==> src/rtl/hash_cmd_seq.sv <==
module hash_cmd_seq #(
  parameter int CFG_W = 8
) (
  input  logic             clk_i,
  input  logic             rst_ni,
  input  logic [3:0]       cmd_i,
  input  logic             cmd_we_i,
  input  logic             perm_done_i,
  input  logic             err_ack_i,
  input  logic             cfg_we_i,
  input  logic [CFG_W-1:0] cfg_i,
  input  logic             key_we_i,
  input  logic             prefix_we_i,
  output logic [CFG_W-1:0] cfg_o,
  output logic             cfg_unlock_o,
  output logic             key_wr_ok_o,
  output logic             prefix_wr_ok_o,
  output logic             st_idle_o,
  output logic             st_absorb_o,
  output logic             st_squeeze_o,
  output logic             start_o,
  output logic             prefix_blk_o,
  output logic             key_blk_o,
  output logic             process_o,
  output logic             run_o,
  output logic             clear_o,
  output logic             done_o,
  output logic             err_o,
  output logic [2:0]       err_code_o
);

  typedef enum logic [2:0] {
    S_IDLE, S_PRE, S_KEY, S_MSG, S_FIN, S_SQZ, S_RUN, S_ERR
  } state_t;

  localparam logic [3:0] C_START = 4'b0001;
  localparam logic [3:0] C_PROC  = 4'b0010;
  localparam logic [3:0] C_RUN   = 4'b0100;
  localparam logic [3:0] C_DONE  = 4'b1000;

  state_t st, nxt;
  logic [CFG_W-1:0] cfg_q;
  logic [2:0] code_q, code_c;
  logic [6:0] pls_q, pls_c;

  wire legal = (cmd_i == C_START) || (cmd_i == C_PROC) ||
               (cmd_i == C_RUN) || (cmd_i == C_DONE);
  wire idle  = (st == S_IDLE);
  wire wr_busy = (key_we_i || prefix_we_i) && !idle;

  always_comb begin
    nxt    = st;
    code_c = 3'd0;
    pls_c  = '0;
    if (st != S_ERR) begin
      if (cmd_we_i) begin
        if (!legal) code_c = 3'd1;
        else begin
          unique case (st)
            S_IDLE: if (cmd_i == C_START) begin
              pls_c[0] = 1'b1;
              if (cfg_q[0] || cfg_q[1]) begin
                nxt = S_PRE;
                pls_c[1] = 1'b1;
              end else nxt = S_MSG;
            end else code_c = 3'd2;
            S_MSG: if (cmd_i == C_PROC) begin
              nxt = S_FIN;
              pls_c[3] = 1'b1;
            end else code_c = 3'd2;
            S_SQZ: if (cmd_i == C_RUN) begin
              nxt = S_RUN;
              pls_c[4] = 1'b1;
            end else if (cmd_i == C_DONE) begin
              nxt = S_IDLE;
              pls_c[5] = 1'b1;
            end else code_c = 3'd2;
            S_RUN: code_c = (cmd_i == C_RUN) ? 3'd3 : 3'd2;
            default: code_c = 3'd2;
          endcase
        end
      end else if (perm_done_i) begin
        unique case (st)
          S_PRE: if (cfg_q[0]) begin
            nxt = S_KEY;
            pls_c[2] = 1'b1;
          end else nxt = S_MSG;
          S_KEY: nxt = S_MSG;
          S_FIN: begin
            nxt = S_SQZ;
            pls_c[6] = 1'b1;
          end
          S_RUN: nxt = S_SQZ;
          default: ;
        endcase
      end
      if (code_c == 3'd0 && wr_busy) code_c = 3'd4;
      if (code_c != 3'd0) begin
        nxt   = S_ERR;
        pls_c = '0;
      end
    end else if (err_ack_i) begin
      nxt = S_IDLE;
    end
  end

  always_ff @(posedge clk_i or negedge rst_ni) begin
    if (!rst_ni) begin
      st     <= S_IDLE;
      cfg_q  <= '0;
      code_q <= 3'd0;
      pls_q  <= '0;
      err_o  <= 1'b0;
    end else begin
      st    <= nxt;
      pls_q <= pls_c;
      err_o <= (code_c != 3'd0);
      if (cfg_we_i && idle) cfg_q <= cfg_i;
      if (code_c != 3'd0) code_q <= code_c;
      else if (st == S_ERR && err_ack_i) code_q <= 3'd0;
    end
  end

  assign cfg_o          = cfg_q;
  assign cfg_unlock_o   = idle;
  assign key_wr_ok_o    = key_we_i && idle;
  assign prefix_wr_ok_o = prefix_we_i && idle;
  assign st_idle_o      = idle;
  assign st_absorb_o    = (st == S_PRE) || (st == S_KEY) || (st == S_MSG) || (st == S_FIN);
  assign st_squeeze_o   = (st == S_SQZ) || (st == S_RUN);
  assign {done_o, clear_o, run_o, process_o, key_blk_o, prefix_blk_o, start_o} = pls_q;
  assign err_code_o     = code_q;


  status_excl_chk: assert property (@(posedge clk_i) disable iff (!rst_ni)
    $onehot0({st_idle_o, st_absorb_o, st_squeeze_o}));


  err_entry_chk: assert property (@(posedge clk_i) disable iff (!rst_ni)
    err_o |-> (st == S_ERR) && (err_code_o != 3'd0));


  err_hold_chk: assert property (@(posedge clk_i) disable iff (!rst_ni)
    (st == S_ERR && !err_ack_i) |=> (st == S_ERR) && $stable(err_code_o));


  cfg_lock_chk: assert property (@(posedge clk_i) disable iff (!rst_ni)
    !idle |=> $stable(cfg_o));


  run_from_sqz_chk: assert property (@(posedge clk_i) disable iff (!rst_ni)
    run_o |-> st_squeeze_o && $past(st == S_SQZ));


  done_after_fin_chk: assert property (@(posedge clk_i) disable iff (!rst_ni)
    done_o |-> (st == S_SQZ) && $past(st == S_FIN));

endmodule

==> config.mk <==
export PLATFORM = sky130hd
export DESIGN_NAME = hash_cmd_seq
export DESIGN_NICKNAME = d
export VERILOG_FILES = /design/src/rtl/hash_cmd_seq.sv
export SDC_FILE = /design/constraint.sdc
export NUM_CORES = 1
export LEC_CHECK = 0
export ABC_AREA = 1
export BUFFER_PORTS_ARGS = -buffer_cell sky130_fd_sc_hd__buf_2
export CAP_MARGIN = 40
export CORE_ASPECT_RATIO = 0.7
export CORE_MARGIN = 1.5
export CORE_UTILIZATION = 45
export CTS_CLUSTER_DIAMETER = 30
export DETAILED_ROUTE_END_ITERATION = 8
export PLACE_DENSITY = 0.73
export SETUP_SLACK_MARGIN = 0.05
export SLEW_MARGIN = 20
export SYNTH_ARGS = -nofsm -noshare
export SYNTH_HDL_FRONTEND = slang
export SYNTH_SLANG_ARGS = --single-unit
export TNS_END_PERCENT = 5
==> constraint.sdc <==
create_clock -name clk_i -period 3.6 [get_ports clk_i]
set_input_delay 0.72 -clock clk_i [delete_from_list [all_inputs] [get_ports clk_i]]
set_output_delay 0.72 -clock clk_i [all_outputs]
set_load 0.005 [all_outputs]
==> metrics.md, run 1 <==
| Metric | Value |
|---|---|
| Switching Share | 43.7% |
| Largest net degree at the start of global routing | 23 |
| Post-CTS Setup Inserts | 0 |
| Pleak | just over 0.9 nW |
| Clock Sinks | 22 |
| ANT nets after route | 0 |
| # diodes | 0 |
| Synthesized cell area | approximately 0.0013 mm² |
| Vias/cell | approximately 4.9 |
| Sum Neg Setup Slack | 0 ps |
| Fmax | 451 MHz |
| Arrival time worst endpoint | approximately 1500 ps |
| Max cap viols | 0 |
| GRT Util Overall | roughly 20% |
| Initial DRT Pass Iterations | 4 |
| Setup crit end kind | output port |
| First-pass GRT wire length | between 5000 and 6000 µm |
| Cell variety after synth | 24 |
| Synth Instances | 168 |
| Core area | 0.00280 mm² |
| Ports | between 40 and 50 |
| VDD IR max | 0.357 mV |
| Final hold viol count | 0 |
| Final weighted congestion in routability-driven placement | 0.913 |
| Relative slew slack | about two thirds |
| Yosys top cell area share | about two fifths |
| Die Footprint | roughly 0.0033 mm² |
| Crit Path Class | flop to output port |
| Setup violators final | 0 |
| IO Port Bufs | 44 |
| Gate power share | 51.6% |
| Int Power | ~630 µW |
| Vias in the first global route | between 1k and 1.5k |
| End of the worst register-to-register path | pls_q[5]$_DFF_PN0_ |
| Pre-CTS setup slack | ~1400 ps |
| FF+latch count, synth | 22 |
| CTS Root Cell | clkbuf_8 |
| Die H | between 40 and 50 µm |
| Layout cells sized above 1 | a little over a third |
| FF-to-FF path depth | 7 |
| Std-Cell Rows | 16 |
| Reg power frac | a little over a third |
| Initial antenna violation count | 0 |
| Clock Path Buffers | 2 |
| Area leader, netlist | dfrtp_1 |
| Synthesis Warnings | 0 |
| NumNets Final | roughly 240 |
| Clock Skews | about 3.4 ps |
| CTS tree | done |
| Dpl hpwl | approximately 2400 µm |
| Max Slew Vio Count | 0 |
| Worst min-delay path class | input port to asynchronous set/reset pin |
| Max FO, Critical Path | 5 |
| Final Worst Setup Slack | 1380 ps |
| Clock Power Share | about an eighth |
| Period utilization | 61.6% |
| Fillers | around 270 |
| Iter 0 DRT Violations | 63 |
| P&R area growth vs syn | 22.6% |
| Avg Inst Size Synth | slightly below 8 µm² |
| CTS buffer count | 3 |
| Post-CTS Hold Fix Bufs | 0 |
| Most frequent cells in the layout | buf_2 (44), nand2_1 (43), inv_1 (24), dfrtp_1 (22), nor2_1 (18) |
| Clock Pin Slew Worst Setup and Hold Paths | 70 ps |
| Outcome | finished clean |
| Cell area power density | a little under 700 mW/mm² |
| Post-CTS Resized | 0 |
| Internal reg-to-reg setup slack | about 1900 ps |
| RR Startpoint | st[0]$_DFFE_PN0P_ |
| Sequential fraction of the synthesis area | 41.7% |
| Die Wd | ~68 µm |
| GRT Residual Overflow | 0 |
| Vias | 1,233 |
| Critical path startpoint | st[0]$_DFFE_PN0P_ |
| Routed wire per std cell | between 10 and 15 µm |
| Reported net switching power | around 490 µW |
| Commonest non-fill, non-tap cell in the layout | buf_2 |
| Starting Density | 47.1% |
| CP Data Required Time | around 2900 ps |
| RSZ-0062 raised after global routing | no |
| Top cells by area, synth | dfrtp_1 (42%), nand2_1 (12%), inv_1 (6.8%) |
| Post-layout min period | around 2200 ps |
| DRC violations left | 0 |
| Final WL | 2940 µm |
| Slew @ Worst Pin | 473 ps |
| Worst-Skew Late Latency | between 200 and 300 ps |
| Crit start category | flop |
| Syn_nets | 188 |
| H-tree levels | 1 |
## power groups by stage
stage | sequential, mW | clock (mW) | combinational [mW]
3_5_place_dp | 0.397 | 0 | 0.581
2_1_floorplan | 0.393 | 0 | 0.399
3_3_place_gp | 0.395 | 0 | 0.575
6_report | 0.393 | 0.149 | 0.579
4_1_cts | 0.394 | 0.156 | 0.581
5_1_grt | 0.408 | 0.169 | 0.655
## per-layer routing
metal / wire length [µm] / global-route usage (%)
met4: 14 / 2.38
met1: 1350 / 28.7
met5: 0 / 0
met3: 297 / 7.44
met2: 1280 / 30.7
## state kept, by name (all words and copies together), names as in the netlist
| register | flops |
|---|---|
| st | 3 |
| err_o | 1 |
| cfg_o | 8 |
| err_code_o | 3 |
| pls_q | 7 |
## layout make-up
class                           instances  area (µm²)  share of cell area, %
Multi-Input combinational cell        117         658                   40.6
Sequential cell                        22         551                   34.0
Timing Repair Buffer                   44         220                   13.6
Inverter                               28         105                   6.49
Tap cell                               36        45.0                   2.78
Clock buffer                            3        41.3                   2.55
## kinds of logic (layout without fill, tap and decap cells)
kind of cell	count (synthesis)	in the layout	share of synthesized area (%)
flops	22	22	41.7
compound gates	11	11	5.11
mux	7	7	5.97
simple gates	99	99	38.7
buf+inv	29	75	8.52
## how the worst max path moves through the flow
stage,to,slack [ps]
2_1_floorplan,st[2]$_DFFE_PN0P_,1750
3_3_place_gp,st[0]$_DFFE_PN0P_,1430
3_5_place_dp,st[2]$_DFFE_PN0P_,1410
4_1_cts,prefix_wr_ok_o,1380
5_1_grt,prefix_wr_ok_o,1250
6_report,prefix_wr_ok_o,1380
## synthesized netlist by cell type
library cell and number:
nor4_1 3, nor2_4 3, nand2_4 1, nand3_4 2
a21oi_1 3, inv_2 4, o21ai_1 3, mux2_2 7
nand3b_1 1, nand4_4 1, nand2_2 3, buf_4 1
nor3_1 2, inv_1 24, dfrtp_1 22, o21ai_4 1
o21ai_0 3, nand2_1 43, nor2_2 5, nor3_2 1
nand4_1 4, nand3_1 12, a31oi_1 1, nor2_1 18
## per-stage QoR
stage          cell area (µm²)  power (mW)  std cells  hold WS [ps]  utilization (%)
6_report                  1620        1.12        250           410             57.8
5_1_grt                   1620        1.23        250           440             57.8
4_1_cts                   1620        1.13        250           429             57.8
3_5_place_dp              1580       0.978        247           476             56.3
3_3_place_gp              1580       0.970        247           468             56.3
2_1_floorplan             1320       0.793        168           424                -
## worst max-delay path: stages, from the launching register on
cell	delay [ps]
dfrtp_1	470
inv_2	130
nand2_1	70
nor2_2	190
inv_1	160
nor2_1	110
buf_2	120
Power figures use the tool's default switching activity.
==> inputs of run 2 (changes only) <==
==> constraint.sdc (replaced) <==
create_clock -name clk_i -period 2.2 [get_ports clk_i]
set_input_delay 0.44 -clock clk_i [delete_from_list [all_inputs] [get_ports clk_i]]
set_output_delay 0.44 -clock clk_i [all_outputs]
set_load 0.005 [all_outputs]
==> run 2 against run 1 <==
Count of clock-buffer cells in the layout increased by 1. Power rose by 69%. Via count increased by 1.2%. Utilization up 0.49 points. Clock skew is essentially flat. Critical path depth is the same. Largest cell class unchanged. Largest power group unchanged.
==> metrics.md, run 2 (same netlist as run 1, synthesis figures left out) <==
| Metric | Value |
|---|---|
| GRT Util Overall | 20.5% (was 20.3%) |
| Setup violators final | 0 (unchanged) |
| Post-layout min period | 1900 ps |
| Period utilization | between 80 and 90% |
| Slowest stage cell, crit path | dfrtp_1 (unchanged) |
| # diodes | 0 (unchanged) |
| Clock Skews | 3.46 ps (was 3.40 ps) |
| Vias | 1,248 (was 1,233) |
| CTS buffer count | 3 (unchanged) |
| Routed wire per std cell | 11.9 µm (was 11.8 µm) |
| Cell Count, Final, Fillers Out | 251 (was 250) |
| Starting Density | 47.1% (unchanged) |
| Arrival time worst endpoint | 1460 ps (was 1500 ps) |
| Crit Path Class | flop to output port (unchanged) |
| Die H | 48.3 µm (unchanged) |
| Cells after DPL | 247 (unchanged) |
| Max reg flops | 8 (unchanged) |
| Relative slew slack | 68.4% (was 68.5%) |
| Worst-Skew Late Latency | 270 ps (was 260 ps) |
| Crit start category | flop (unchanged) |
| Most frequent cells in the layout | buf_2 (44), nand2_1 (43), inv_1 (24), dfrtp_1 (22), nor2_1 (18) (unchanged) |
| Met3 Wirelength | 246 µm (was 297 µm) |
| ANT nets after route | 0 (unchanged) |
| Worst min-delay path class | input port to asynchronous set/reset pin (unchanged) |
| Worst path max stage delay | 470 ps (about the same) |
| Final WL | 2980 µm (was 2940 µm) |
| Largest net degree at the start of global routing | 23 (unchanged) |
| Worst-path cell chain | inv_2 -> nand2_1 -> nor2_2 -> inv_1 -> nor2_1 -> buf_2 (unchanged) |
| Core area | 0.00280 mm² (unchanged) |
| Clock Pin Slew Worst Setup and Hold Paths | 80 ps (was 70 ps) |
| Dpl hpwl | 2410 µm (was 2400 µm) |
| Slew @ Worst Pin | 474 ps (was 473 ps) |
| Layout cells sized above 1 | 35.3% (was 35.0%) |
| Post-CTS Resized | 0 (unchanged) |
| Fillers | 273 (was 274) |
| Initial DRT Pass Iterations | 5 (was 4) |
| RSZ-0062 raised after global routing | no (unchanged) |
| CP Data Required Time | 1760 ps (was 2880 ps) |
| Setup crit end kind | output port (unchanged) |
| Max cap viols | 0 (unchanged) |
| Final weighted congestion in routability-driven placement | 0.914 (was 0.913) |
| Sum Neg Setup Slack | 0 ps (unchanged) |
| Top Layer Used | met4 (unchanged) |
| Iter 0 DRT Violations | 63 (unchanged) |
| Pleak | 0.920 nW (was 0.913 nW) |
| Max Slew Vio Count | 0 (unchanged) |
| IO Port Bufs | 44 (unchanged) |
| Vias in the first global route | 1,215 (was 1,152) |
| Cell area power density | 1160 mW/mm² (was 692 mW/mm²) |
| Max FO, Critical Path | 5 (unchanged) |
| Die Wd | 67.8 µm (unchanged) |
| FF-to-FF path depth | 8 (was 7) |
| Die Footprint | 0.00328 mm² (unchanged) |
| Commonest non-fill, non-tap cell in the layout | buf_2 (unchanged) |
| Final hold viol count | 0 (unchanged) |
| First-pass GRT wire length | 5180 µm (was 5060 µm) |
| Clock Sinks | 22 (unchanged) |
| GRT Residual Overflow | 0 (unchanged) |
| Post-CTS Setup Inserts | 0 (unchanged) |
| Wl on met1 | 1390 µm (was 1350 µm) |
| H-tree levels | 1 (unchanged) |
| CTS tree | done (unchanged) |
| VDD IR max | 0.587 mV (was 0.357 mV) |
| Met2 wire len | 1330 µm (was 1280 µm) |
| Vias/cell | 4.97 (was 4.93) |
| Initial antenna violation count | 0 (unchanged) |
| NumNets Final | 236 (unchanged) |
| P&R area growth vs syn | 23.7% (was 22.6%) |
| Ports | 45 (unchanged) |
| Post-CTS Hold Fix Bufs | 0 (unchanged) |
| Outcome | finished clean (unchanged) |
| CTS Root Cell | clkbuf_8 (unchanged) |
| Std-Cell Rows | 16 (unchanged) |
| Post-layout util | 58.3% (was 57.8%) |
| Fmax | 526 MHz |
| Clock Path Buffers | 2 (unchanged) |
| DRC violations left | 0 (unchanged) |
[run 2: changes by cell type in the layout (fill, tap and decap cells not counted), sizes merged]
cell	before	now
clkbuf	3	4
[run 2: path summary, 6_finish.rpt]
path	end	slack (ps)	from
setup / recovery	prefix_wr_ok_o	300	st[0]$_DFFE_PN0P_
max in group asynchronous	st[1]$_DFFE_PN0P_	1760	rst_ni
setup reg to reg	pls_q[5]$_DFF_PN0_	400	st[2]$_DFFE_PN0P_
hold reg to reg	err_code_o[0]$_DFFE_PN0P_	490	err_code_o[0]$_DFFE_PN0P_
min in group clk_i	cfg_o[5]$_DFFE_PN0P_	400	cfg_i[5]
hold / removal	cfg_o[4]$_DFFE_PN0P_	120	rst_ni
[run 2: layout make-up]
class / count / area [µm²] / area share, %
Inverter: 28 / 105 / 6.43
Multi-Input combinational cell: 117 / 658 / 40.3
Sequential cell: 22 / 551 / 33.7
Clock buffer: 4 / 55.1 / 3.37
Timing Repair Buffer: 44 / 220 / 13.5
Tap cell: 36 / 45.0 / 2.76
[run 2: per-stage QoR]
step	setup WS (ps)	cell area (µm²)	hold WS, ps	total power, mW
final	298	1630	121	1.89
after global routing	168	1630	160	2.06
after CTS	282	1630	146	1.90
after detailed placement	317	1580	436	1.61
after global placement	314	1580	428	1.59
after floorplan	632	1320	144	1.30
[run 2: critical path: cells and delay by family, from the launching register on]
kind                   cells  cell delay [ps]
DFF                        1              470
and+or+nand+nor            3              350
buffers and inverters      3              380
[run 2: report_power, final]
part | switching (mW) | total (mW) | leakage (nW) | internal (mW)
sequential | 0.111 | 0.645 | 0.277 | 0.534
combinational | 0.579 | 0.956 | 0.614 | 0.377
clock | 0.134 | 0.293 | 0.0288 | 0.160
total | 0.823 | 1.89 | 0.920 | 1.07
[run 2: layer usage]
metal | GRT usage (%) | vias up
met5 | 0 | -
met4 | 4.08 | 0
met3 | 4.65 | 2
met2 | 31.7 | 52
met1 | 29.4 | 570
li1 | - | 624
